--- config.mk ---
export PLATFORM = sky130hd
export DESIGN_NAME = lpw_watch_ctrl
export DESIGN_NICKNAME = d
export VERILOG_FILES = /design/src/rtl/lpw_pkg.sv /design/src/rtl/lpw_wake_arb.sv /design/src/rtl/lpw_settle_timer.sv /design/src/rtl/lpw_watch_ctrl.sv
export SDC_FILE = /design/constraint.sdc
export NUM_CORES = 1
export LEC_CHECK = 0
export BUFFER_PORTS_ARGS = -buffer_cell sky130_fd_sc_hd__buf_4
export CAP_MARGIN = 10
export CORE_UTILIZATION = 45
export CTS_BUF_LIST = sky130_fd_sc_hd__clkbuf_16
export CTS_CLUSTER_DIAMETER = 30
export CTS_CLUSTER_SIZE = 30
export DETAILED_ROUTE_END_ITERATION = 8
export PLACE_DENSITY = 0.7
export REMOVE_ABC_BUFFERS = 1
export SETUP_SLACK_MARGIN = 0.5
export SYNTH_ARGS = -nofsm -noshare
export SYNTH_HDL_FRONTEND = slang
export SYNTH_SLANG_ARGS = --single-unit
--- constraint.sdc ---
create_clock -name clk -period 4.14 [get_ports clk]
set_input_delay 0.414 -clock clk [delete_from_list [all_inputs] [get_ports clk]]
set_output_delay 0.414 -clock clk [all_outputs]
set_load 0.005 [all_outputs]
--- src/rtl/lpw_pkg.sv ---
package lpw_pkg;
  typedef enum logic [2:0] {
    S_HIGH, S_MED, S_SUB, S_WATCH, S_SETTLE, S_HWSTBY
  } st_e;

  typedef enum logic [2:0] {
    MD_HIGH  = 3'd0,
    MD_MED   = 3'd1,
    MD_SUB   = 3'd2,
    MD_WATCH = 3'd3,
    MD_STBY  = 3'd4
  } mode_e;

  localparam int SEL_W   = 3;
  localparam int NUM_SEL = 1 << SEL_W;
endpackage

--- src/rtl/lpw_wake_arb.sv ---
module lpw_wake_arb #(
  parameter int N_IRQ = 6
) (
  input  logic [N_IRQ-1:0] irq_line,
  input  logic [N_IRQ-1:0] irq_en,
  input  logic             nmi_req,
  input  logic             wdt_ovf_irq,
  input  logic             wdt_ovf_en,
  input  logic             cpu_int_mask,
  output logic             wake
);
  logic [N_IRQ-1:0] line_hit;
  logic             wdt_hit;

  for (genvar i = 0; i < N_IRQ; i++) begin : g_line
    assign line_hit[i] = irq_line[i] & irq_en[i];
  end

  assign wdt_hit = wdt_ovf_irq & wdt_ovf_en & ~cpu_int_mask;
  assign wake    = nmi_req | (|line_hit) | wdt_hit;

  // a lone masked watchdog request never wakes
  always_comb begin
    if (!nmi_req && line_hit == '0 && cpu_int_mask)
      a_mask_blocks_r4: assert (!wake);
  end
endmodule

--- src/rtl/lpw_settle_timer.sv ---
module lpw_settle_timer
  import lpw_pkg::*;
#(
  parameter int SET_BASE = 4,
  parameter int SET_STEP = 1
) (
  input  logic             clk,
  input  logic             rst_n,
  input  logic             start,
  input  logic             run,
  input  logic [SEL_W-1:0] sel,
  output logic             done
);
  localparam int CNT_W = SET_BASE + SET_STEP * (NUM_SEL - 1) + 1;

  logic [CNT_W-1:0] cnt_q, cnt_d, last_cnt;
  logic [SEL_W-1:0] sel_q;
  logic             cnt_en;

  always_comb begin
    cnt_d  = cnt_q;
    cnt_en = start | run;
    if (start)    cnt_d = '0;
    else if (run) cnt_d = cnt_q + CNT_W'(1);
  end

  always_comb
    last_cnt = (CNT_W'(1) << (SET_BASE + SET_STEP * int'(sel_q))) - CNT_W'(1);

  always_ff @(posedge clk or negedge rst_n) begin
    if (!rst_n) begin
      cnt_q <= '0;
      sel_q <= '0;
    end else begin
      if (cnt_en) cnt_q <= cnt_d;
      if (start)  sel_q <= sel;
    end
  end

  assign done = run && (cnt_q == last_cnt);

  p_cnt_bound_r6: assert property (@(posedge clk) disable iff (!rst_n)
    run |-> (cnt_q <= last_cnt));
endmodule

--- src/rtl/lpw_watch_ctrl.sv ---
module lpw_watch_ctrl
  import lpw_pkg::*;
#(
  parameter int N_IRQ    = 6,
  parameter int DIV_W    = 2,
  parameter int SET_BASE = 4,
  parameter int SET_STEP = 1
) (
  input  logic             clk,
  input  logic             rst_n,
  input  logic             sleep_req,
  input  logic             cfg_stby_sel,
  input  logic             cfg_direct_xfer,
  input  logic             cfg_wdt_subclk,
  input  logic             cfg_low_speed,
  input  logic [2:0]       cfg_settle_sel,
  input  logic [DIV_W-1:0] cfg_clk_div,
  input  logic [N_IRQ-1:0] irq_line,
  input  logic [N_IRQ-1:0] irq_en,
  input  logic             nmi_req,
  input  logic             wdt_ovf_irq,
  input  logic             wdt_ovf_en,
  input  logic             cpu_int_mask,
  input  logic             res_pin_n,
  input  logic             stby_pin_n,
  output logic             cpu_stop,
  output logic             periph_stop,
  output logic             wdt_stop,
  output logic [2:0]       clk_mode,
  output logic             int_start
);
  st_e              st_q, st_d;
  logic [DIV_W-1:0] div_q;
  logic             div_load, strobe_d, int_start_q;
  logic             wake, entry_ok, settle_start, settle_done;
  mode_e            mode;

  lpw_wake_arb #(.N_IRQ(N_IRQ)) u_arb (
    .irq_line     (irq_line),
    .irq_en       (irq_en),
    .nmi_req      (nmi_req),
    .wdt_ovf_irq  (wdt_ovf_irq),
    .wdt_ovf_en   (wdt_ovf_en),
    .cpu_int_mask (cpu_int_mask),
    .wake         (wake)
  );

  lpw_settle_timer #(.SET_BASE(SET_BASE), .SET_STEP(SET_STEP)) u_settle (
    .clk   (clk),
    .rst_n (rst_n),
    .start (settle_start),
    .run   (st_q == S_SETTLE),
    .sel   (cfg_settle_sel),
    .done  (settle_done)
  );

  assign entry_ok = cfg_stby_sel & ~cfg_direct_xfer & cfg_wdt_subclk;

  // next state: standby pin, then reset pin, then normal flow
  always_comb begin
    st_d         = st_q;
    strobe_d     = 1'b0;
    settle_start = 1'b0;
    div_load     = 1'b0;
    if (!stby_pin_n) begin
      st_d = S_HWSTBY;
    end else if (!res_pin_n) begin
      st_d = S_HIGH;
    end else begin
      unique case (st_q)
        S_HIGH, S_SUB: begin
          if (sleep_req && entry_ok) begin
            st_d     = S_WATCH;
            div_load = 1'b1;
          end
        end
        S_WATCH: begin
          if (wake) begin
            if (cfg_low_speed) begin
              st_d     = S_SUB;
              strobe_d = 1'b1;
            end else begin
              st_d         = S_SETTLE;
              settle_start = 1'b1;
            end
          end
        end
        S_SETTLE: begin
          if (settle_done) begin
            st_d     = (div_q != '0) ? S_MED : S_HIGH;
            strobe_d = 1'b1;
          end
        end
        default: st_d = st_q;
      endcase
    end
  end

  always_ff @(posedge clk or negedge rst_n) begin
    if (!rst_n) begin
      st_q        <= S_HIGH;
      div_q       <= '0;
      int_start_q <= 1'b0;
    end else begin
      st_q        <= st_d;
      int_start_q <= strobe_d;
      if (div_load) div_q <= cfg_clk_div;
    end
  end

  always_comb begin
    unique case (st_q)
      S_MED:             mode = MD_MED;
      S_SUB:             mode = MD_SUB;
      S_WATCH, S_SETTLE: mode = MD_WATCH;
      S_HWSTBY:          mode = MD_STBY;
      default:           mode = MD_HIGH;
    endcase
  end

  assign clk_mode    = mode;
  assign cpu_stop    = (st_q == S_WATCH) || (st_q == S_SETTLE) || (st_q == S_HWSTBY);
  assign periph_stop = cpu_stop;
  assign wdt_stop    = (st_q == S_HWSTBY);
  assign int_start   = int_start_q;

  p_entry_r1: assert property (@(posedge clk) disable iff (!rst_n)
    (stby_pin_n && res_pin_n && sleep_req && entry_ok &&
     (clk_mode == MD_HIGH || clk_mode == MD_SUB)) |=> (clk_mode == MD_WATCH));
  p_watch_hold_r4: assert property (@(posedge clk) disable iff (!rst_n)
    (stby_pin_n && res_pin_n && st_q == S_WATCH && !wake) |=> (st_q == S_WATCH));
  p_sub_wake_r5: assert property (@(posedge clk) disable iff (!rst_n)
    (stby_pin_n && res_pin_n && st_q == S_WATCH && wake && cfg_low_speed)
    |=> (clk_mode == MD_SUB && int_start));
  p_settle_target_r7: assert property (@(posedge clk) disable iff (!rst_n)
    (stby_pin_n && res_pin_n && st_q == S_SETTLE && settle_done)
    |=> (clk_mode == ((div_q != '0) ? MD_MED : MD_HIGH)));
  p_strobe_pulse_r8: assert property (@(posedge clk) disable iff (!rst_n)
    int_start |=> !int_start);
  p_stby_force_r9: assert property (@(posedge clk) disable iff (!rst_n)
    !stby_pin_n |=> (clk_mode == MD_STBY && wdt_stop));
  p_reset_pin_r10: assert property (@(posedge clk) disable iff (!rst_n)
    (stby_pin_n && !res_pin_n) |=> (clk_mode == MD_HIGH && !int_start));
endmodule

==> flow_summary.toml, run 1 <==
[status]
status = "complete, no violations"

[floorplanning]
die-area_um2 = 3190
ios = 37
die_h_um = 56.5
rows = 19
initial_utilization = 0.480
die_w_um = 56.5
core_um2 = 2780

[placement]
dp_hpwl_um = 2130
place_inst = 200
gp_congestion = 0.806
port_buffers = 36

[drt]
dr.max_layer_used = "met4"
wl_met3_um = 171
wl_per_cell_um = 13.6
vias = 1188
m1WireLength_um = 1220
dr.pass1.iters = 5
ant_nets = 0
drc = 0
viasPerCell = 5.82
wl_met2_um = 1340
drt_iter0_drc = 87
totalWireLength_um = 2780

[clock_tree]
cts_hold_buffers = 0
cts_tree = "done"
post_cts_buffers = 0
htreeDepth = 1
cts.clk_slew.worst_paths_ns = 0.05
cts_made_buffers = 3
clockBufferDepth = 2
ctsResizeCount = 0
cts.sinks = 21
cts-root-buf = "clkbuf_16"
clk_latency_ns = 0.25

[sta]
finalCritPeriodShare = 0.493
skew_ns = 0.00237
max_freq_mhz = 490
finalHoldViolCount = 0
slew_viol_final = 0
setup_tns_ns = 0
finalSetupViolCount = 0
maxSlewHeadroom = 0.464
worst_slew_pin_slew_ns = 0.798
rsz0062_at_grt = "no"
period_needed_ns = 2.04

[logic_synthesis]
synth_warnings = 0
synth_cells = 141
synth_area_leaders = "dfrtp_1, nor2_1, xnor2_1, mux2_1, xor2_1"
yosys.area.top_type_share = 0.394
yosys.area.top_type = "dfrtp_1"
yosysUniqueCellTypes = 43
ys.flop_type = "dfrtp_1"
syn_avg_cell_area_um2 = 9.47
synth_edf_count = 0
synth_seq_cells = 21
synthesis.area_um2 = 1340
ys_async_sr_fraction = 1.00
seq_area_frac_synth = 0.394

[critical_path]
crit_required_ns = 4.27
worstPathArrival_ns = 2.17
cp_cell_sequence = "nand3b_1, nor4_4, mux2_1"
critical_path_buf_inv_count = 0
crit_path_start_kind = "flop"
crit_family = "simple AND/OR/NAND/NOR gates"
end_kind = "flop"
cpPeakStageDelay_ns = 0.77
path_max_fanout = 15
crit_slowest_cell = "nor4_4"
crit_type = "flop to flop"

[global_route]
grt.total_usage = 0.190
grt_first_pass_wirelength_um = 4760
antenna_found_initial = 0
grt.overflow.total = 0
grt_max_degree = 22
grt_pass1_vias = 1144

[power_and_ir_drop]
ir_drop_mv = 0.328
leakage_nw = 0.726
p_total_uw = 767
p_per_area_nw_per_um2 = 459

[cells_and_area]
fin_cells = 204
syn2layout_area_growth_pct = 25.2
final_common_cell = "buf_4"
final_cell_mix = "buf_4, dfrtp_1, nor2_1"
drive_gt1_frac = 0.266
diodes = 0
final_nets = 205

[hold_path]
holdCritPathClass = "primary input to asynchronous set/reset pin"

[flow_run]
cap_violations = 0
-- worst register-to-register path: stages, from the launching register on --
cell,delay (ns)
dfrtp_1,0.49
nand3b_1,0.26
nor4_4,0.77
mux2_1,0.40
-- cell type report --
cell class | count | area (um2)
well taps | 31 | 38.8
clock buffers | 3 | 75.1
inverters | 7 | 26.3
clock inverters | 1 | 3.75
repair buffers | 36 | 270
multi-input cells | 105 | 732
flip-flops and latches | 21 | 526
fillers | 242 | 1110
-- stage by stage --
step	hold WS, ns	utilization	area [um2]	setup slack [ns]
3_5_place_dp	0.317	0.573	1590	2.09
6_report	0.0391	0.601	1670	2.10
5_1_grt	0.0547	0.601	1670	1.98
2_1_floorplan	0.118	-	1280	2.39
4_1_cts	0.0463	0.601	1670	2.08
3_3_place_gp	0.309	0.573	1590	2.17
-- worst paths after layout --
check                                      from                            end  slack, ns  cells after the start
setup / recovery            st_q[1]$_DFFE_PN0P_  u_settle.sel_q[1]$_DFFE_PN0P_       2.10                      3
hold / removal                            rst_n  u_settle.cnt_q[7]$_DFFE_PN0P_       0.04                      1
setup reg to reg            st_q[1]$_DFFE_PN0P_  u_settle.sel_q[1]$_DFFE_PN0P_       2.10                      3
hold reg to reg            div_q[1]$_DFFE_PN0P_           div_q[1]$_DFFE_PN0P_       0.50                      1
max in group asynchronous                 rst_n            st_q[2]$_DFFE_PN0P_       3.88                      1
min in group clk                 cfg_clk_div[0]           div_q[0]$_DFFE_PN0P_       0.38                      2
-- registers in the layout, indices dropped and copies added (netlist names) --
name / count
u_settle.sel_q: 3
u_settle.cnt_q: 12
div_q: 2
st_q: 3
int_start: 1
-- cell usage after synthesis, drive strengths merged, types with 2 or more instances --
cell and instances:
dfrtp 21, nor2 18, nand2 11, inv 7
xnor2 7, a21oi 6, buf 6, xor2 6
mux2 5, nand3 5, nand4 5, and2 4
o21ai 4, nor3 3, nor4 3, a21o 2
clkbuf 2, nand2b 2, nand3b 2, o211ai 2
o311ai 2, o32ai 2
-- per-layer routing --
layer | global-route usage | up-vias
met5 | 0 | -
met4 | 0.0732 | 0
met3 | 0.0415 | 6
met2 | 0.329 | 54
met1 | 0.228 | 561
li1 | - | 567
-- power by group --
part           total [mW]  switching, mW  internal [mW]
combinational       0.223          0.108          0.115
sequential          0.345         0.0789          0.266
clock               0.199         0.0701          0.129
total               0.767          0.257          0.510
-- kinds of logic (layout without fill, tap and decap cells) --
kind of cell / count (synthesis) / after routing / synth area share
compound gates: 27 / 27 / 0.158
xor+xnor: 13 / 13 / 0.0909
fa+ha+maj: 1 / 1 / 0.00937
buf+inv: 15 / 47 / 0.0581
flops: 21 / 21 / 0.394
mux: 5 / 5 / 0.0422
simple gates: 59 / 59 / 0.247
No activity file was read; power rests on OpenSTA's default activity.
==> inputs of run 2 (changes only) <==
Settings changed: ABC_AREA set to 1.
Clock period 4.14 ns to 2.1 ns, I/O delays scaled along.
==> run 2 against run 1 <==
Die area increased by 4.3%. Synthesized area rose by 4.5%. Sequential power rose by 70%. First-iteration DRC count fell by 59%. Via count is 15% higher. Clock power increased by 100%. Total power is 84% higher. Cell area increased by 7.2%. Count of clock-buffer cells in the layout stayed put. Global-route usage rose by 2.5 points. Worst hold slack better by 0.12 ns. Sequential cell count unchanged.
==> flow_summary.toml, run 2 <==
[hold_path]
holdCritPathClass = "primary input to flop"
hold_depth = 3
min_to = "u_settle.sel_q[1]$_DFFE_PN0P_"
hold_start = "cfg_settle_sel[1]"

[power_and_ir_drop]
pwr-share-clk = 0.283
comb_power_share = 0.302
p_total_mw = 1.41
switching_share = 0.342
p_per_area_nw_per_um2 = 788
leakage_nw = 0.972
p_int_uw = 928
p_seq_frac = 0.415
ir_drop_mv = 0.503
p_switching_uw = 483

[drt]
totalWireLength_um = 3250
viasPerCell = 5.18
ant_nets = 0
dr.pass1.iters = 6
wl_per_cell_um = 12.3
drc = 0
vias = 1368
drt_iter0_drc = 36

[critical_path]
reg2reg_from = "st_q[1]$_DFFE_PN0P_"
r2r_end = "u_settle.cnt_q[10]$_DFFE_PN0P_"
worstPathArrival_ns = 1.64
cp_cell_sequence = "inv_2, nand2_2, nor2_4, buf_4, nand4_1, nor2_2, nand2_1, xor2_1, nor2_1"
cpPeakStageDelay_ns = 0.40
rrSetupSlack_ns = 0.60
crit_path_start_kind = "flop"
crit_family = "simple AND/OR/NAND/NOR gates"
critical_path_buf_inv_count = 2
crit_slowest_cell = "dfrtp_1"
path_max_fanout = 4
crit_required_ns = 2.25
end_kind = "flop"
crit_type = "flop to flop"
ff2ff_path_depth = 9

[status]
status = "complete, no violations"

[global_route]
grt_max_degree = 22
grt_pass1_vias = 1311
grt.total_usage = 0.215
grt.overflow.total = 0
grt_first_pass_wirelength_um = 5500
antenna_found_initial = 0

[clock_tree]
cts.sinks = 21
htreeDepth = 1
cts-root-buf = "clkbuf_16"
cts_tree = "done"
clk_latency_ns = 0.25
cts_made_buffers = 3
clockBufferDepth = 2
cts.clk_slew.worst_paths_ns = 0.06

[floorplanning]
initial_utilization = 0.489
rows = 19
die_h_um = 57.7
ios = 37
die_w_um = 57.7
die-area_um2 = 3330
core_um2 = 2850

[placement]
gp_congestion = 0.836
dp_hpwl_um = 2490
port_buffers = 36
place_inst = 256

[cells_and_area]
fin_cells = 264
syn2layout_area_growth_pct = 28.4
diodes = 0
reg.largest.list = "u_settle.cnt_q (12), st_q (3), u_settle.sel_q (3)"
final_common_cell = "nand2_1"
drive_gt1_frac = 0.288
final_nets = 265
regMostFlops = "u_settle.cnt_q"
final_cell_mix = "nand2_1, buf_4, inv_1"
largest_reg_flops = 12

[sta]
finalHoldViolCount = 0
max_freq_mhz = 668
maxSlewHeadroom = 0.775
finalCritPeriodShare = 0.713
finalSetupViolCount = 0
period_needed_ns = 1.50
rsz0062_at_grt = "no"
worst_slew_pin_slew_ns = 0.335
skew_ns = 0.00268
slew_viol_final = 0
setup_tns_ns = 0

[logic_synthesis]
yosysMostFrequentCell = "nand2_1"
ys_async_sr_fraction = 1.00
yosysUniqueCellTypes = 29
yosys.area.top_type = "dfrtp_1"
synth_edf_count = 0
synth_warnings = 0
ys.flop_type = "dfrtp_1"
synth_seq_cells = 21
syn_avg_cell_area_um2 = 7.23
seq_area_frac_synth = 0.377
ys_top_cells_by_count = "nand2_1, inv_1, nor2_1"
synthesis.area_um2 = 1400
synth_area_leaders = "dfrtp_1, nand2_1, nand3_1, inv_1, nor2_1"
synth_cells = 193
yosys.area.top_type_share = 0.377

[flow_run]
cap_violations = 0
## run 2: how the worst max path moves through the flow
stage / start / end / slack, ns / cells past startpoint
after floorplan: u_settle.cnt_q[0]$_DFFE_PN0P_ / st_q[0]$_DFFE_PN0P_ / 0.76 / 10
after global placement: u_settle.sel_q[2]$_DFFE_PN0P_ / st_q[0]$_DFFE_PN0P_ / 0.62 / 10
after detailed placement: u_settle.cnt_q[0]$_DFFE_PN0P_ / st_q[2]$_DFFE_PN0P_ / 0.59 / 10
after CTS: st_q[2]$_DFFE_PN0P_ / clk_mode[1] / 0.53 / 5
after global routing: u_settle.cnt_q[0]$_DFFE_PN0P_ / st_q[1]$_DFFE_PN0P_ / 0.49 / 10
final: st_q[1]$_DFFE_PN0P_ / u_settle.cnt_q[10]$_DFFE_PN0P_ / 0.60 / 9
## run 2: tightest hold or removal path, cell delays in order
cell	delay [ns]
buf_4	0.08
nand2_2	0.04
o21ai_2	0.04
## run 2: area by class of cell
type / instances / area, um2
tap: 31 / 38.8
timing repair buffer: 40 / 303
multi-input combinational: 140 / 729
fill: 238 / 1060
clock buffer: 3 / 75.1
inverter: 28 / 113
clock inverter: 1 / 3.75
sequential: 21 / 529
## run 2: logic make-up after synthesis
group | synth area share
AOI/OAI and AO/OA | 0.0646
muxes | 0.0161
xor gates and xnor gates | 0.0377
buffers and inverters | 0.106
adders and majority gates | 0.00897
DFF | 0.377
and+or+nand+nor | 0.390
## run 2: stage by stage
stage / hold slack (ns) / worst slack [ns] / cell area (um2) / util
4_1_cts: 0.158 / 0.527 / 1770 / 0.621
5_1_grt: 0.163 / 0.490 / 1790 / 0.628
2_1_floorplan: -0.0856 / 0.764 / 1360 / -
6_report: 0.155 / 0.602 / 1790 / 0.628
3_3_place_gp: 0.109 / 0.619 / 1670 / 0.584
3_5_place_dp: 0.111 / 0.591 / 1670 / 0.584
## run 2: power by group through the flow
stage | clock network [mW] | logic [mW] | registers (mW)
final | 0.399 | 0.427 | 0.586
after global routing | 0.417 | 0.475 | 0.600
after CTS | 0.405 | 0.414 | 0.583
after detailed placement | 0 | 0.399 | 0.588
after global placement | 0 | 0.390 | 0.587
after floorplan | 0 | 0.272 | 0.566
## run 2: layer usage
metal,vias up,part of all wire,track usage
met5,-,0,0
met4,0,0.0089,0.0816
met3,2,0.042,0.0603
met2,30,0.49,0.365
met1,644,0.46,0.261
li1,692,-,-
## run 2: repair_timing
action                     4_1_cts  5_1_grt
buffers inserted                 2        1
setup endpoints to repair        2        6
hold endpoints to repair        21        0
hold buffers                     1        0
gates resized for setup          0        8
pin swaps                        1        2
